--- src/rtl/gpio_port_pkg.sv ---
package gpio_port_pkg;

    typedef enum logic [2:0] {
        ADR_PINS    = 3'd0,
        ADR_DIR     = 3'd1,
        ADR_SET     = 3'd2,
        ADR_CLR     = 3'd3,
        ADR_TGL     = 3'd4,
        ADR_IEN_SET = 3'd5,
        ADR_IEN_CLR = 3'd6,
        ADR_RSVD    = 3'd7
    } gpio_addr_e;

endpackage

--- src/rtl/gpio_sync.sv ---
module gpio_sync #(
    parameter int W = 16
) (
    input  logic         clk,
    input  logic         rst_n,
    input  logic [W-1:0] raw,
    output logic [W-1:0] level
);

    typedef struct packed {
        logic [W-1:0] s1;
        logic [W-1:0] s2;
    } sync_t;

    sync_t st_d, st_q;

    always_comb begin
        st_d    = st_q;
        st_d.s1 = raw;
        st_d.s2 = st_q.s1;
    end

    always_ff @(posedge clk or negedge rst_n) begin
        if (!rst_n) st_q <= '0;
        else        st_q <= st_d;
    end

    assign level = st_q.s2;

    // second stage always carries the first stage one edge later
    p_stage_r7: assert property (@(posedge clk) disable iff (!rst_n)
        st_q.s2 == $past(st_q.s1));

endmodule

--- src/rtl/gpio_wom_reg.sv ---
module gpio_wom_reg #(
    parameter int W = 16
) (
    input  logic         clk,
    input  logic         rst_n,
    input  logic [W-1:0] set_m,
    input  logic [W-1:0] clr_m,
    input  logic [W-1:0] tgl_m,
    output logic [W-1:0] q
);

    typedef struct packed {
        logic [W-1:0] val;
    } wom_t;

    wom_t st_d, st_q;

    always_comb begin
        st_d     = st_q;
        st_d.val = (st_q.val | set_m) & ~clr_m;
        st_d.val = st_d.val ^ tgl_m;
    end

    always_ff @(posedge clk or negedge rst_n) begin
        if (!rst_n) st_q <= '0;
        else        st_q <= st_d;
    end

    assign q = st_q.val;

    p_set_r3: assert property (@(posedge clk) disable iff (!rst_n)
        (set_m != '0 && clr_m == '0 && tgl_m == '0) |=> q == ($past(q) | $past(set_m)));

    p_clr_r4: assert property (@(posedge clk) disable iff (!rst_n)
        (clr_m != '0 && set_m == '0 && tgl_m == '0) |=> q == ($past(q) & ~$past(clr_m)));

    p_tgl_r5: assert property (@(posedge clk) disable iff (!rst_n)
        (tgl_m != '0 && set_m == '0 && clr_m == '0) |=> q == ($past(q) ^ $past(tgl_m)));

    p_hold_r11: assert property (@(posedge clk) disable iff (!rst_n)
        (set_m == '0 && clr_m == '0 && tgl_m == '0) |=> $stable(q));

endmodule

--- src/rtl/gpio_irq_merge.sv ---
module gpio_irq_merge #(
    parameter int W = 16
) (
    input  logic [W-1:0] level,
    input  logic [W-1:0] enable,
    input  logic [W-1:0] is_out,
    output logic         irq
);

    logic [W-1:0] hit;

    for (genvar i = 0; i < W; i++) begin : g_pin
        assign hit[i] = level[i] & enable[i] & ~is_out[i];
    end

    assign irq = |hit;

endmodule

--- src/rtl/gpio_port.sv ---
module gpio_port
    import gpio_port_pkg::*;
#(
    parameter int PINS = 16
) (
    input  logic            clk,
    input  logic            rst_n,
    input  logic [2:0]      bus_addr,
    input  logic            bus_wr,
    input  logic [PINS-1:0] bus_wdata,
    output logic [PINS-1:0] bus_rdata,
    input  logic [PINS-1:0] pad_in,
    output logic [PINS-1:0] pad_out,
    output logic [PINS-1:0] pad_oe,
    output logic            irq
);

    localparam logic [PINS-1:0] NONE = '0;

    typedef struct packed {
        logic [PINS-1:0] dir;
    } port_t;

    port_t           st_d, st_q;
    gpio_addr_e      adr;
    logic [PINS-1:0] out_set, out_clr, out_tgl;
    logic [PINS-1:0] ien_set, ien_clr;
    logic [PINS-1:0] out_q, ien_q, lvl;

    assign adr = gpio_addr_e'(bus_addr);

    always_comb begin
        st_d    = st_q;
        out_set = NONE;
        out_clr = NONE;
        out_tgl = NONE;
        ien_set = NONE;
        ien_clr = NONE;
        if (bus_wr) begin
            unique case (adr)
                ADR_DIR:     st_d.dir = bus_wdata;
                ADR_SET:     out_set  = bus_wdata;
                ADR_CLR:     out_clr  = bus_wdata;
                ADR_TGL:     out_tgl  = bus_wdata;
                ADR_IEN_SET: ien_set  = bus_wdata;
                ADR_IEN_CLR: ien_clr  = bus_wdata;
                default:     ;
            endcase
        end
    end

    always_ff @(posedge clk or negedge rst_n) begin
        if (!rst_n) st_q <= '0;
        else        st_q <= st_d;
    end

    always_comb begin
        unique case (adr)
            ADR_PINS:                     bus_rdata = lvl;
            ADR_DIR:                      bus_rdata = st_q.dir;
            ADR_SET, ADR_CLR, ADR_TGL:    bus_rdata = out_q;
            ADR_IEN_SET, ADR_IEN_CLR:     bus_rdata = ien_q;
            default:                      bus_rdata = NONE;
        endcase
    end

    gpio_sync #(.W(PINS)) u_sync (
        .clk   (clk),
        .rst_n (rst_n),
        .raw   (pad_in),
        .level (lvl)
    );

    gpio_wom_reg #(.W(PINS)) u_out (
        .clk   (clk),
        .rst_n (rst_n),
        .set_m (out_set),
        .clr_m (out_clr),
        .tgl_m (out_tgl),
        .q     (out_q)
    );

    gpio_wom_reg #(.W(PINS)) u_ien (
        .clk   (clk),
        .rst_n (rst_n),
        .set_m (ien_set),
        .clr_m (ien_clr),
        .tgl_m (NONE),
        .q     (ien_q)
    );

    gpio_irq_merge #(.W(PINS)) u_irq (
        .level  (lvl),
        .enable (ien_q),
        .is_out (st_q.dir),
        .irq    (irq)
    );

    assign pad_out = out_q;
    assign pad_oe  = st_q.dir;

    p_dir_load_r2: assert property (@(posedge clk) disable iff (!rst_n)
        (bus_wr && bus_addr == 3'd1) |=> pad_oe == $past(bus_wdata));

    p_dead_write_r11: assert property (@(posedge clk) disable iff (!rst_n)
        (bus_wr && (bus_addr == 3'd0 || bus_addr == 3'd7))
        |=> ($stable(pad_out) && $stable(pad_oe)));

    p_out_quiet_r10: assert property (@(posedge clk) disable iff (!rst_n)
        (&pad_oe) |-> !irq);

    p_no_enable_r9: assert property (@(posedge clk) disable iff (!rst_n)
        (ien_q == NONE) |-> !irq);

endmodule

--- config.mk ---
export PLATFORM = sky130hd
export DESIGN_NAME = gpio_port
export DESIGN_NICKNAME = d
export VERILOG_FILES = /design/src/rtl/gpio_port_pkg.sv /design/src/rtl/gpio_sync.sv /design/src/rtl/gpio_wom_reg.sv /design/src/rtl/gpio_irq_merge.sv /design/src/rtl/gpio_port.sv
export SDC_FILE = /design/constraint.sdc
export NUM_CORES = 1
export LEC_CHECK = 0
export BUFFER_PORTS_ARGS = -buffer_cell sky130_fd_sc_hd__buf_2
export CAP_MARGIN = 20
export CORE_MARGIN = 2
export CORE_UTILIZATION = 50
export CTS_CLUSTER_DIAMETER = 120
export CTS_CLUSTER_SIZE = 10
export DETAILED_ROUTE_END_ITERATION = 7
export PLACE_DENSITY = 0.86
export RECOVER_POWER = 100
export SLEW_MARGIN = 25
export SYNTH_ARGS = -nofsm -noshare
export SYNTH_HDL_FRONTEND = slang
export SYNTH_SLANG_ARGS = --single-unit
--- constraint.sdc ---
create_clock -name clk -period 1.08 [get_ports clk]
set_input_delay 0.054 -clock clk [delete_from_list [all_inputs] [get_ports clk]]
set_output_delay 0.054 -clock clk [all_outputs]
set_load 0.05 [all_outputs]
==> results of run 1 <==
-- area by class of cell --
cell class / count / area [sq um] / area share
sequential: 80 / 2040 / 0.296
tap: 105 / 131 / 0.0190
clock buffer: 9 / 124 / 0.0180
clock inverter: 7 / 48.8 / 0.00707
timing repair buffer: 215 / 2110 / 0.307
inverter: 4 / 15.0 / 0.00218
multi-input combinational: 267 / 2420 / 0.351
-- through the flow --
| step | utilization | setup TNS, ns | area (sq um) |
|---|---|---|---|
| 4_1_cts | 0.826 | -11.95 | 6760 |
| 6_report | 0.844 | -15.62 | 6900 |
| 3_3_place_gp | 0.699 | -12.93 | 5710 |
| 2_1_floorplan | - | -4.98 | 4570 |
| 5_1_grt | 0.844 | -17.60 | 6900 |
| 3_5_place_dp | 0.699 | -14.36 | 5710 |
-- metal layers --
layer  global-route usage  vias to the layer above
met5                    0                        -
met4                0.214                        0
li1                     -                     1885
met1                0.457                     2381
met2                0.631                      524
met3                0.112                      186
-- sequential cells by signal, summed over array words and instances, names as in the netlist --
| name | count |
|---|---|
| u_sync.st_d | 16 |
| pad_oe | 16 |
| u_sync.level | 16 |
| u_ien.q | 16 |
| u_out.q | 16 |
-- synthesized netlist by cell type --
cell / count / share of area
mux2i_1: 1 / 0.0024
a31oi_1: 45 / 0.067
o21ai_0: 33 / 0.040
nand3_1: 15 / 0.018
dfrtp_1: 80 / 0.48
or4_1: 1 / 0.0018
clkinv_1: 1 / 0.00090
nand3b_1: 17 / 0.031
buf_1: 2 / 0.0018
a21o_1: 1 / 0.0018
clkbuf_1: 16 / 0.014
nor2b_4: 1 / 0.0033
and4bb_1: 1 / 0.0030
nand2_1: 32 / 0.029
mux2_2: 6 / 0.016
nand4_1: 4 / 0.0060
nor2b_1: 1 / 0.0015
inv_2: 1 / 0.00090
a221oi_1: 7 / 0.015
xnor2_1: 1 / 0.0021
nand2b_2: 1 / 0.0021
a222oi_1: 1 / 0.0024
o22ai_1: 1 / 0.0015
buf_2: 11 / 0.013
nor2_1: 32 / 0.029
o21ai_1: 16 / 0.019
a41o_1: 16 / 0.038
buf_4: 1 / 0.0018
inv_1: 2 / 0.0018
mux2_1: 10 / 0.027
buf_6: 6 / 0.016
a221oi_2: 9 / 0.032
mux4_2: 15 / 0.081
-- how the worst max path moves through the flow --
stage / from / to / slack [ns] / depth (start not counted)
after floorplan: pad_oe[11]$_DFFE_PN0P_ / irq / -0.36 / 3
after global placement: u_sync.level[14]$_DFF_PN0_ / irq / -0.41 / 4
after detailed placement: u_ien.q[13]$_DFF_PN0_ / irq / -0.42 / 4
after CTS: u_sync.level[15]$_DFF_PN0_ / irq / -0.76 / 4
after global routing: u_ien.q[15]$_DFF_PN0_ / irq / -0.85 / 4
final: u_sync.level[15]$_DFF_PN0_ / irq / -0.88 / 4
-- power by group through the flow --
stage	clock [W]	combinational [W]	sequential [W]
6_report	0.00209	0.00434	0.00355
5_1_grt	0.00218	0.00446	0.00356
4_1_cts	0.00201	0.00393	0.00348
3_5_place_dp	0	0.00317	0.00352
3_3_place_gp	0	0.00307	0.00350
2_1_floorplan	0	0.00141	0.00418
-- worst register-to-register path, delay by kind of cell, from the launching register on --
kind                   cells  cell delay [ns]
AND/OR/NAND/NOR            1             0.03
AO/OA/AOI/OAI              2             0.67
flip-flops                 1             0.42
buffers and inverters      1             0.12
-- timing repair --
item                                    in CTS  in global routing
endpoints found under the hold margin      103                  0
endpoints found under the setup margin      61                 69
setup buffers                               12                 17
hold buffers                                24                  0
pin swaps                                   10                 14
gates resized for setup                    164                 49
-- cell families after synthesis --
| group | count (synthesis) |
|---|---|
| DFF | 80 |
| AOI/OAI and AO/OA | 129 |
| xor gates and xnor gates | 1 |
| and+or+nand+nor | 105 |
| muxes | 32 |
| buffers and inverters | 40 |
==> metrics.md, run 1 <==
| Metric | Value |
|---|---|
| PD cells | `~1400 mW/mm^2` |
| Antenna cell count | `0` |
| Initial core utilization | `0.511` |
| DR iter-0 viols | `670` |
| Hold Path Origin | `bus_wdata[14]` |
| Yosys reg bits | `80` |
| Final WS setup | `-0.882 ns` |
| Die X | `95.4 um` |
| Cell count of the worst reg-to-reg path | `4` |
| Root Driver | `clkbuf_8` |
| Critical Path Sink Type | `primary output` |
| CP delay by family, top | `simple AND/OR/NAND/NOR gates` |
| Post-synthesis net count | `~430` |
| CP max-delay cell | `or4_4` |
| DP Worst Slack | `-0.423 ns` |
| Worst R2R Start | `u_out.q[14]$_DFF_PN0_` |
| Worst-case clock buffer depth | `2` |
| Net Switching | `about 0.0039 W` |
| Gr ovfl total | `0` |
| First-pass GRT wire length | `approximately 26 mm` |
| Final GP Congestion | `slightly above 0.9` |
| Syn Area/Cell | `10.8 sq um` |
| Vias in the first global route | `~4,800` |
| Slack of the worst reg-to-reg path | `-0.31 ns` |
| Violated checks | `DRC, setup timing` |
| Setup Skew | `approximately 0.012 ns` |
| Worst Hold Endpoint | `pad_oe[14]$_DFFE_PN0P_` |
| CP max FO | `2` |
| Placed insts | `~630` |
| Leakage | `2.87 nW` |
| Setup crit start kind | `flip-flop` |
| Die area | `about 0.0091 sq mm` |
| Nets | `around 600` |
| Combinational family with the most area after synthesis | `compound AO/OA/AOI/OAI gates` |
| CTS tree | `done` |
| XOR/XNOR Fraction of Synth Area | `0.00210` |
| Synth Area in Adders | `0` |
| Arrival time worst endpoint | `roughly 1.9 ns` |
| Simple-Gate Fraction of Synth Area | `0.124` |
| Hold Fails Final Rpt | `0` |
| Core area | `0.00818 sq mm` |
| FP Rows | `33` |
| Fin cells | `687` |
| Max_cap viols | `0` |
| Slew @ Worst Pin | `about 0.75 ns` |
| Met3 wire len | `2.27 mm` |
| DRT met1 WL | `6.14 mm` |
| Min Hold Slack | `just under 0.02 ns` |
| Initial antenna violation count | `0` |
| Worst EP required | `between 1 and 1.5 ns` |
| Total GRT Usage | `0.386` |
| Max layer used | `met4` |
| Synth Area in Compound Gates | `0.217` |
| Post-route DRC | `1` |
| Sink Count | `80` |
| Post-synthesis mux area share | `0.126` |
| Layout cells sized above 1 | `0.567` |
| Routed met2 length | `8.90 mm` |
| Worst hold path cell count | `2` |
| H-tree depth | `3` |
| Sequential share of power | `0.356` |
| Switching Fraction | `0.393` |
| Via Count | `4,976` |
| Synth-to-Final Area Change | `65.2%` |
| I/O Buffers | `between 80 and 90` |
| Mapped Area | `approximately 0.0042 sq mm` |
| Gate Count Post-Synth | `a little under 400` |
| CP Class | `flip-flop to primary output` |
| Combinational share of power | `0.435` |
| Most frequent cells in the layout | `buf_6, buf_4, dfrtp_1` |
| Chip Height | `95.4 um` |
| Crit-path cells | `nand3b_1 -> nand4_1 -> or4_4 -> buf_6` |
| Ports | `87` |
| DRT antenna net count | `0` |
| R2R Path End | `u_out.q[14]$_DFF_PN0_` |
| Cell Int Power | `0.00605 W` |
| Largest net degree at the start of global routing | `81` |
| Final min period | `a little under 2 ns` |
| WL final | `around 19 mm` |
| Final setup violation count | `80` |
| 1st-pass router iterations | `8` |
| Ys Warns | `0` |
| Vias per cell | `7.24` |
| Status | `finished with violations` |
| Total power | `around 0.010 W` |
| Register area share after synthesis | `0.479` |
| Clock Latency Late Sink | `approximately 0.38 ns` |
| Fillers | `357` |
| Clock share of power | `0.209` |
| Max incr delay on CP | `0.54 ns` |
| Fin. max-slew vios | `0` |
| CTS buffer count | `9` |
| Post-synth cell types | `33` |
| DP Wirelength | `just over 9 mm` |
| Clk slew on worst S/H paths | `0.08 ns` |
| Fin crit share | `1.82` |
| Unrepaired setup endpoints after global routing | `yes` |
| Max VDD drop | `between 0.7 and 0.8 mV` |
| Slew margin rel. | `0.501` |
| CP Buf/Inv Count | `1` |
| Worst hold path type | `input port to flip-flop` |
| Highest clock rate | `about 510 MHz` |
| Wire per inst | `approximately 27 um` |
Note: power is estimated with default switching activity, not from simulation.
==> inputs of run 2 (changes only) <==
Settings changed: PLACE_DENSITY 0.86 to 0.83, SETUP_SLACK_MARGIN set to 0.4.
Clock period 1.08 ns to 2 ns, I/O delays scaled along.
==> run 2 against run 1 <==
Critical path type is now input port to primary output; power is 50% lower; utilization is 13 points lower; setup slack better by 0.98 ns; the flow now finishes without violations; critical endpoint is now bus_rdata[10]; clock power is 30% lower; highest routed layer unchanged.
==> metrics.md, run 2 (synthesis gave the netlist of run 1 again) <==
| Metric | Value |
|---|---|
| Status | `complete, no violations (was finished with violations)` |
| Final WS setup | `0.101 ns (was -0.882 ns)` |
| Utilization after layout | `0.710 (was 0.844)` |
| Placed insts | `564 (was 633)` |
| DP Worst Slack | `0.311 ns (was -0.423 ns)` |
| Chip Height | `95.4 um (unchanged)` |
| Most frequent cells in the layout | `buf_4, dfrtp_1, clkbuf_1 (was buf_6, buf_4, dfrtp_1)` |
| Vias per cell | `6.54 (was 7.24)` |
| Slew margin rel. | `0.279 (was 0.501)` |
| Clock Latency Late Sink | `0.38 ns (about the same)` |
| Hold Fails Final Rpt | `0 (unchanged)` |
| Critical Path Sink Type | `primary output (unchanged)` |
| Synth-to-Final Area Change | `39.0% (was 65.2%)` |
| Largest net degree at the start of global routing | `65 (was 81)` |
| Max VDD drop | `0.476 mV (was 0.781 mV)` |
| Highest clock rate | `around 530 MHz` |
| Hold Path Origin | `bus_wdata[11] (was bus_wdata[14])` |
| Final min period | `around 1.9 ns` |
| Wire per inst | `21.2 um (was 27.5 um)` |
| Cell count of the worst reg-to-reg path | `3 (was 4)` |
| Initial antenna violation count | `0 (unchanged)` |
| Clock share of power | `0.296 (was 0.209)` |
| Post-route DRC | `0 (was 1)` |
| Final setup violation count | `0 (was 80)` |
| Fin crit share | `0.950` |
| DP Wirelength | `8.06 mm (was 9.15 mm)` |
| R2R Path End | `u_out.q[13]$_DFF_PN0_ (was u_out.q[14]$_DFF_PN0_)` |
| Vias in the first global route | `4,203 (was 4,763)` |
| Sink Count | `80 (unchanged)` |
| CTS tree | `done (unchanged)` |
| First-pass GRT wire length | `21.0 mm (was 26.1 mm)` |
| Arrival time worst endpoint | `1.80 ns (was 1.91 ns)` |
| Placed cell area | `0.00498 sq mm (was 0.00571 sq mm)` |
| Worst R2R Start | `u_out.q[13]$_DFF_PN0_ (was u_out.q[14]$_DFF_PN0_)` |
| Fin cells | `647 (was 687)` |
| Leakage | `2.37 nW (was 2.87 nW)` |
| Ports | `87 (unchanged)` |
| I/O Buffers | `86 (unchanged)` |
| Antenna cell count | `0 (unchanged)` |
| Fin. max-slew vios | `0 (unchanged)` |
| Layout cells sized above 1 | `0.387 (was 0.567)` |
| Fillers | `578 (was 357)` |
| Root Driver | `clkbuf_8 (unchanged)` |
| Slack of the worst reg-to-reg path | `0.59 ns (was -0.31 ns)` |
| WL final | `13.7 mm (was 18.9 mm)` |
| Worst hold path type | `input port to flip-flop (unchanged)` |
| CTS buffer count | `9 (unchanged)` |
| Core area | `0.00818 sq mm (unchanged)` |
| Slew @ Worst Pin | `1.08 ns (was 0.748 ns)` |
| DR iter-0 viols | `456 (was 670)` |
| Combinational share of power | `0.323 (was 0.435)` |
| Nets | `575 (was 615)` |
| Worst-case clock buffer depth | `2 (unchanged)` |
| Setup Skew | `0.00796 ns (was 0.0116 ns)` |
| Sequential share of power | `0.381 (was 0.356)` |
| DRT antenna net count | `0 (unchanged)` |
| H-tree depth | `3 (unchanged)` |
| PD cells | `856 mW/mm^2 (was 1450 mW/mm^2)` |
| Worst hold path cell count | `2 (unchanged)` |
| Final instance area | `0.00580 sq mm (was 0.00690 sq mm)` |
| Via Count | `4,234 (was 4,976)` |
| Max_cap viols | `0 (unchanged)` |
| Cell Int Power | `0.00315 W (was 0.00605 W)` |
| Setup crit start kind | `input port (was flip-flop)` |
| Total GRT Usage | `0.307 (was 0.386)` |
| Initial core utilization | `0.511 (unchanged)` |
| Clk slew on worst S/H paths | `0.09 ns (was 0.08 ns)` |
| CP max FO | `17 (was 2)` |
| FP Rows | `33 (unchanged)` |
| 1st-pass router iterations | `6 (was 8)` |
| Die X | `95.4 um (unchanged)` |
| CP Class | `input port to primary output (was flip-flop to primary output)` |
| Gr ovfl total | `0 (unchanged)` |
| Switching Fraction | `0.365 (was 0.393)` |
| Die area | `0.00910 sq mm (unchanged)` |
| Worst Hold Endpoint | `pad_oe[11]$_DFFE_PN0P_ (was pad_oe[14]$_DFFE_PN0P_)` |
| Worst EP required | `1.90 ns (was 1.03 ns)` |
| Net Switching | `0.00182 W (was 0.00392 W)` |
| Final TNS setup | `0 ns (was -15.62 ns)` |
| Commonest non-fill, non-tap cell in the layout | `buf_4` |
| Final GP Congestion | `0.827 (was 0.915)` |
| Unrepaired setup endpoints after global routing | `yes (unchanged)` |
## run 2: worst max-delay path by stage
stage	start	endpoint	slack, ns	cells past startpoint
2_1_floorplan	u_out.q[11]$_DFF_PN0_	bus_rdata[11]	0.30	3
3_3_place_gp	bus_addr[0]	bus_rdata[15]	0.32	6
3_5_place_dp	bus_addr[0]	bus_rdata[3]	0.31	6
4_1_cts	u_ien.q[3]$_DFF_PN0_	irq	0.12	4
5_1_grt	u_ien.q[15]$_DFF_PN0_	bus_rdata[15]	0.05	5
6_report	bus_addr[2]	bus_rdata[10]	0.10	6
## run 2: repair_timing
item / 4_1_cts / 5_1_grt
pin swaps: 5 / 6
hold buffers: 18 / 0
setup buffers: 39 / 10
gates resized for setup: 71 / 6
gates cloned: 0 / 0
setup endpoints to repair: 16 / 17
hold endpoints to repair: 55 / 0
## run 2: layer usage
| layer | share of wire | up-vias | GRT usage |
|---|---|---|---|
| li1 | - | 1791 | - |
| met1 | 0.37 | 2061 | 0.368 |
| met2 | 0.49 | 311 | 0.497 |
| met3 | 0.092 | 71 | 0.0893 |
| met4 | 0.047 | 0 | 0.174 |
| met5 | 0 | - | 0 |
## run 2: power groups by stage
stage	clock network (W)	registers [W]	logic [W]
floorplan	0	0.00225	0.000691
global placement	0	0.00193	0.00135
detailed placement	0	0.00194	0.00138
CTS	0.00148	0.00188	0.00164
global route	0.00156	0.00190	0.00169
finish	0.00147	0.00189	0.00161
## run 2: final cells by class
| type | count | area, sq um | share of cell area |
|---|---|---|---|
| multi-input combinational | 267 | 2200 | 0.379 |
| timing repair buffer | 175 | 1180 | 0.203 |
| clock buffer | 9 | 124 | 0.0213 |
| tap | 105 | 131 | 0.0226 |
| clock inverter | 7 | 120 | 0.0207 |
| inverter | 4 | 18.8 | 0.00323 |
| sequential | 80 | 2030 | 0.350 |
## run 2: through the flow
stage	hold WS [ns]	total power (W)
floorplan	-0.196	0.00294
global placement	0.119	0.00328
finish	0.0114	0.00497
CTS	0.00237	0.00500
global route	0.00742	0.00515
detailed placement	0.121	0.00333
## run 2: worst max-delay path: stages
cell,delay [ns]
buf_2,0.20
clkbuf_1,0.66
mux4_2,0.45
nor2_4,0.12
a31oi_4,0.04
clkbuf_4,0.23
==> inputs of run 3 (changes only) <==
Settings changed: RECOVER_POWER 100 to 25.
==> run 3 against run 2 <==
Flip-flop and latch count did not move; first-iteration DRC count rose by 7.5%; combinational power rose by 6%; clock power barely moved; final cell count did not move; via count rose by 0.76%; maximum frequency fell by 2.7%; critical path depth fell by 2; worst hold slack got worse by 0.0035 ns.
==> metrics.md, run 3 (synthesis gave the netlist of run 1 again) <==
| Metric | Value |
|---|---|
| Routed met2 length | `6.75 mm (was 6.76 mm)` |
| Nets | `575 (unchanged)` |
| Total GRT Usage | `0.307 (unchanged)` |
| Crit-path cells | `nand3b_1 -> nand4_1 -> or4_4 -> buf_8 (was buf_2 -> clkbuf_1 -> mux4_2 -> nor2_4 -> a31oi_4 -> clkbuf_4)` |
| DP Wirelength | `8.06 mm (unchanged)` |
| Critical Path Sink Type | `primary output (unchanged)` |
| Max layer used | `met4 (unchanged)` |
| Ports | `87 (unchanged)` |
| Via Count | `4,266 (was 4,234)` |
| Arrival time worst endpoint | `1.85 ns (was 1.80 ns)` |
| Fin crit share | `0.976 (was 0.950)` |
| CTS tree | `done (unchanged)` |
| Fin. max-slew vios | `0 (unchanged)` |
| Met3 wire len | `1.32 mm (was 1.26 mm)` |
| Die X | `95.4 um (unchanged)` |
| Root Driver | `clkbuf_8 (unchanged)` |
| CP max FO | `3 (was 17)` |
| CP delay by family, top | `simple AND/OR/NAND/NOR gates (was buffers and inverters)` |
| CP Class | `flip-flop to primary output (was input port to primary output)` |
| Die area | `0.00910 sq mm (unchanged)` |
| Worst hold path type | `input port to flip-flop (unchanged)` |
| Status | `complete, no violations (unchanged)` |
| Max_cap viols | `0 (unchanged)` |
| CP max-delay cell | `or4_4 (was clkbuf_1)` |
| Commonest non-fill, non-tap cell in the layout | `buf_4 (unchanged)` |
| Largest net degree at the start of global routing | `65 (unchanged)` |
| CP Buf/Inv Count | `1 (was 3)` |
| Final WS setup | `0.0482 ns (was 0.101 ns)` |
| Hold Fails Final Rpt | `0 (unchanged)` |
| Antenna cell count | `0 (unchanged)` |
| Core area | `0.00818 sq mm (unchanged)` |
| Final TNS setup | `0 ns (unchanged)` |
| DR iter-0 viols | `490 (was 456)` |
| Leakage | `2.54 nW (was 2.37 nW)` |
| Setup crit start kind | `flip-flop (was input port)` |
| Initial core utilization | `0.511 (unchanged)` |
| PD cells | `843 mW/mm^2 (was 856 mW/mm^2)` |
| Vias in the first global route | `4,203 (unchanged)` |
| Unrepaired setup endpoints after global routing | `yes (unchanged)` |
| DRT antenna net count | `0 (unchanged)` |
| Final min period | `1.95 ns (was 1.90 ns)` |
| Sink Count | `80 (unchanged)` |
| Slew @ Worst Pin | `1.09 ns (was 1.08 ns)` |
| Final GP Congestion | `0.827 (unchanged)` |
| CTS buffer count | `9 (unchanged)` |
| 1st-pass router iterations | `6 (unchanged)` |
| Highest clock rate | `512 MHz (was 527 MHz)` |
| DRT met1 WL | `4.94 mm (was 5.04 mm)` |
| Synth-to-Final Area Change | `43.7% (was 39.0%)` |
| Max incr delay on CP | `0.55 ns (was 0.66 ns)` |
| Chip Height | `95.4 um (unchanged)` |
| H-tree depth | `3 (unchanged)` |
| Most frequent cells in the layout | `buf_4, buf_2, dfrtp_1 (was buf_4, dfrtp_1, clkbuf_1)` |
| Vias per cell | `6.59 (was 6.54)` |
| WL final | `13.8 mm (was 13.7 mm)` |
| FP Rows | `33 (unchanged)` |
| I/O Buffers | `86 (unchanged)` |
| Worst-case clock buffer depth | `2 (unchanged)` |
| Slew margin rel. | `0.276 (was 0.279)` |
| Post-route DRC | `0 (unchanged)` |
| Wire per inst | `21.3 um (was 21.2 um)` |
| DP Worst Slack | `0.311 ns (unchanged)` |
| Clk slew on worst S/H paths | `0.09 ns (about the same)` |
| Final setup violation count | `0 (unchanged)` |
| Clock Latency Late Sink | `0.38 ns (about the same)` |
| Worst EP required | `1.90 ns (about the same)` |
| Max VDD drop | `0.514 mV (was 0.476 mV)` |
| First-pass GRT wire length | `21.0 mm (unchanged)` |
| Gr ovfl total | `0 (unchanged)` |
| Initial antenna violation count | `0 (unchanged)` |
| Setup Skew | `0.00681 ns (was 0.00796 ns)` |
| Total power | `0.00506 W (was 0.00497 W)` |
| Layout cells sized above 1 | `0.483 (was 0.387)` |
| Utilization after layout | `0.734 (was 0.710)` |
[run 3: cell types whose count changed in the layout (fill, tap and decap cells not counted), moves of 8 or more]
cell | previous run | this run
nor2_1 | 24 | 16
o21ai_0 | 40 | 32
o21ai_1 | 9 | 17
nor2_4 | 7 | 15
buf_2 | 36 | 67
clkbuf_1 | 41 | 0
buf_4 | 58 | 68
[run 3: worst register-to-register path: stages (launching register included)]
cell and delay [ns]:
dfrtp_1 0.40, buf_4 0.16, a41o_1 0.26, a221oi_2 0.35
[run 3: layout make-up]
class,instances,area (sq um)
clock buffer,9,124
clock inverter,7,120
timing repair buffer,175,1290
fill,522,2170
tap,105,131
multi-input combinational,267,2280
inverter,4,18.8
sequential,80,2030
[run 3: routing by layer]
layer  global-route usage  vias up
met5                    0        -
met4                0.174        0
met3               0.0893       91
met2                0.497      329
met1                0.368     2053
li1                     -     1793
[run 3: power by group]
group	switching (W)	internal (W)	total [W]
logic	0.00108	0.000619	0.00170
registers	0.000117	0.00177	0.00189
clock network	0.000635	0.000830	0.00147
total	0.00183	0.00322	0.00506
[run 3: timing repair]
item                       CTS  global route
gates resized for setup     71             6
hold buffers                18             0
hold endpoints to repair    55             0
setup buffers               39            10
gates cloned                 0             0
pin swaps                    5             6
setup endpoints to repair   16            17
[run 3: path summary, 6_finish.rpt]
path	cells after the start	start	endpoint	slack [ns]
worst max-delay path	4	u_ien.q[14]$_DFF_PN0_	irq	0.05
worst min-delay path	2	bus_wdata[11]	pad_oe[11]$_DFFE_PN0P_	0.008
worst max register to register	3	u_out.q[13]$_DFF_PN0_	u_out.q[13]$_DFF_PN0_	0.72
worst min register to register	0	u_sync.st_d[15]$_DFF_PN0_	u_sync.level[15]$_DFF_PN0_	0.35
max in group asynchronous	3	rst_n	pad_oe[15]$_DFFE_PN0P_	0.74
min in group asynchronous	2	rst_n	u_sync.level[9]$_DFF_PN0_	0.45
[run 3: stage by stage]
step	hold WS, ns	std cells	instance area [sq um]
after global placement	0.119	564	4980
after CTS	0.00237	637	5920
after floorplan	-0.196	387	4410
after detailed placement	0.121	564	4980
after global routing	0.00740	647	6000
final	0.00790	647	6000
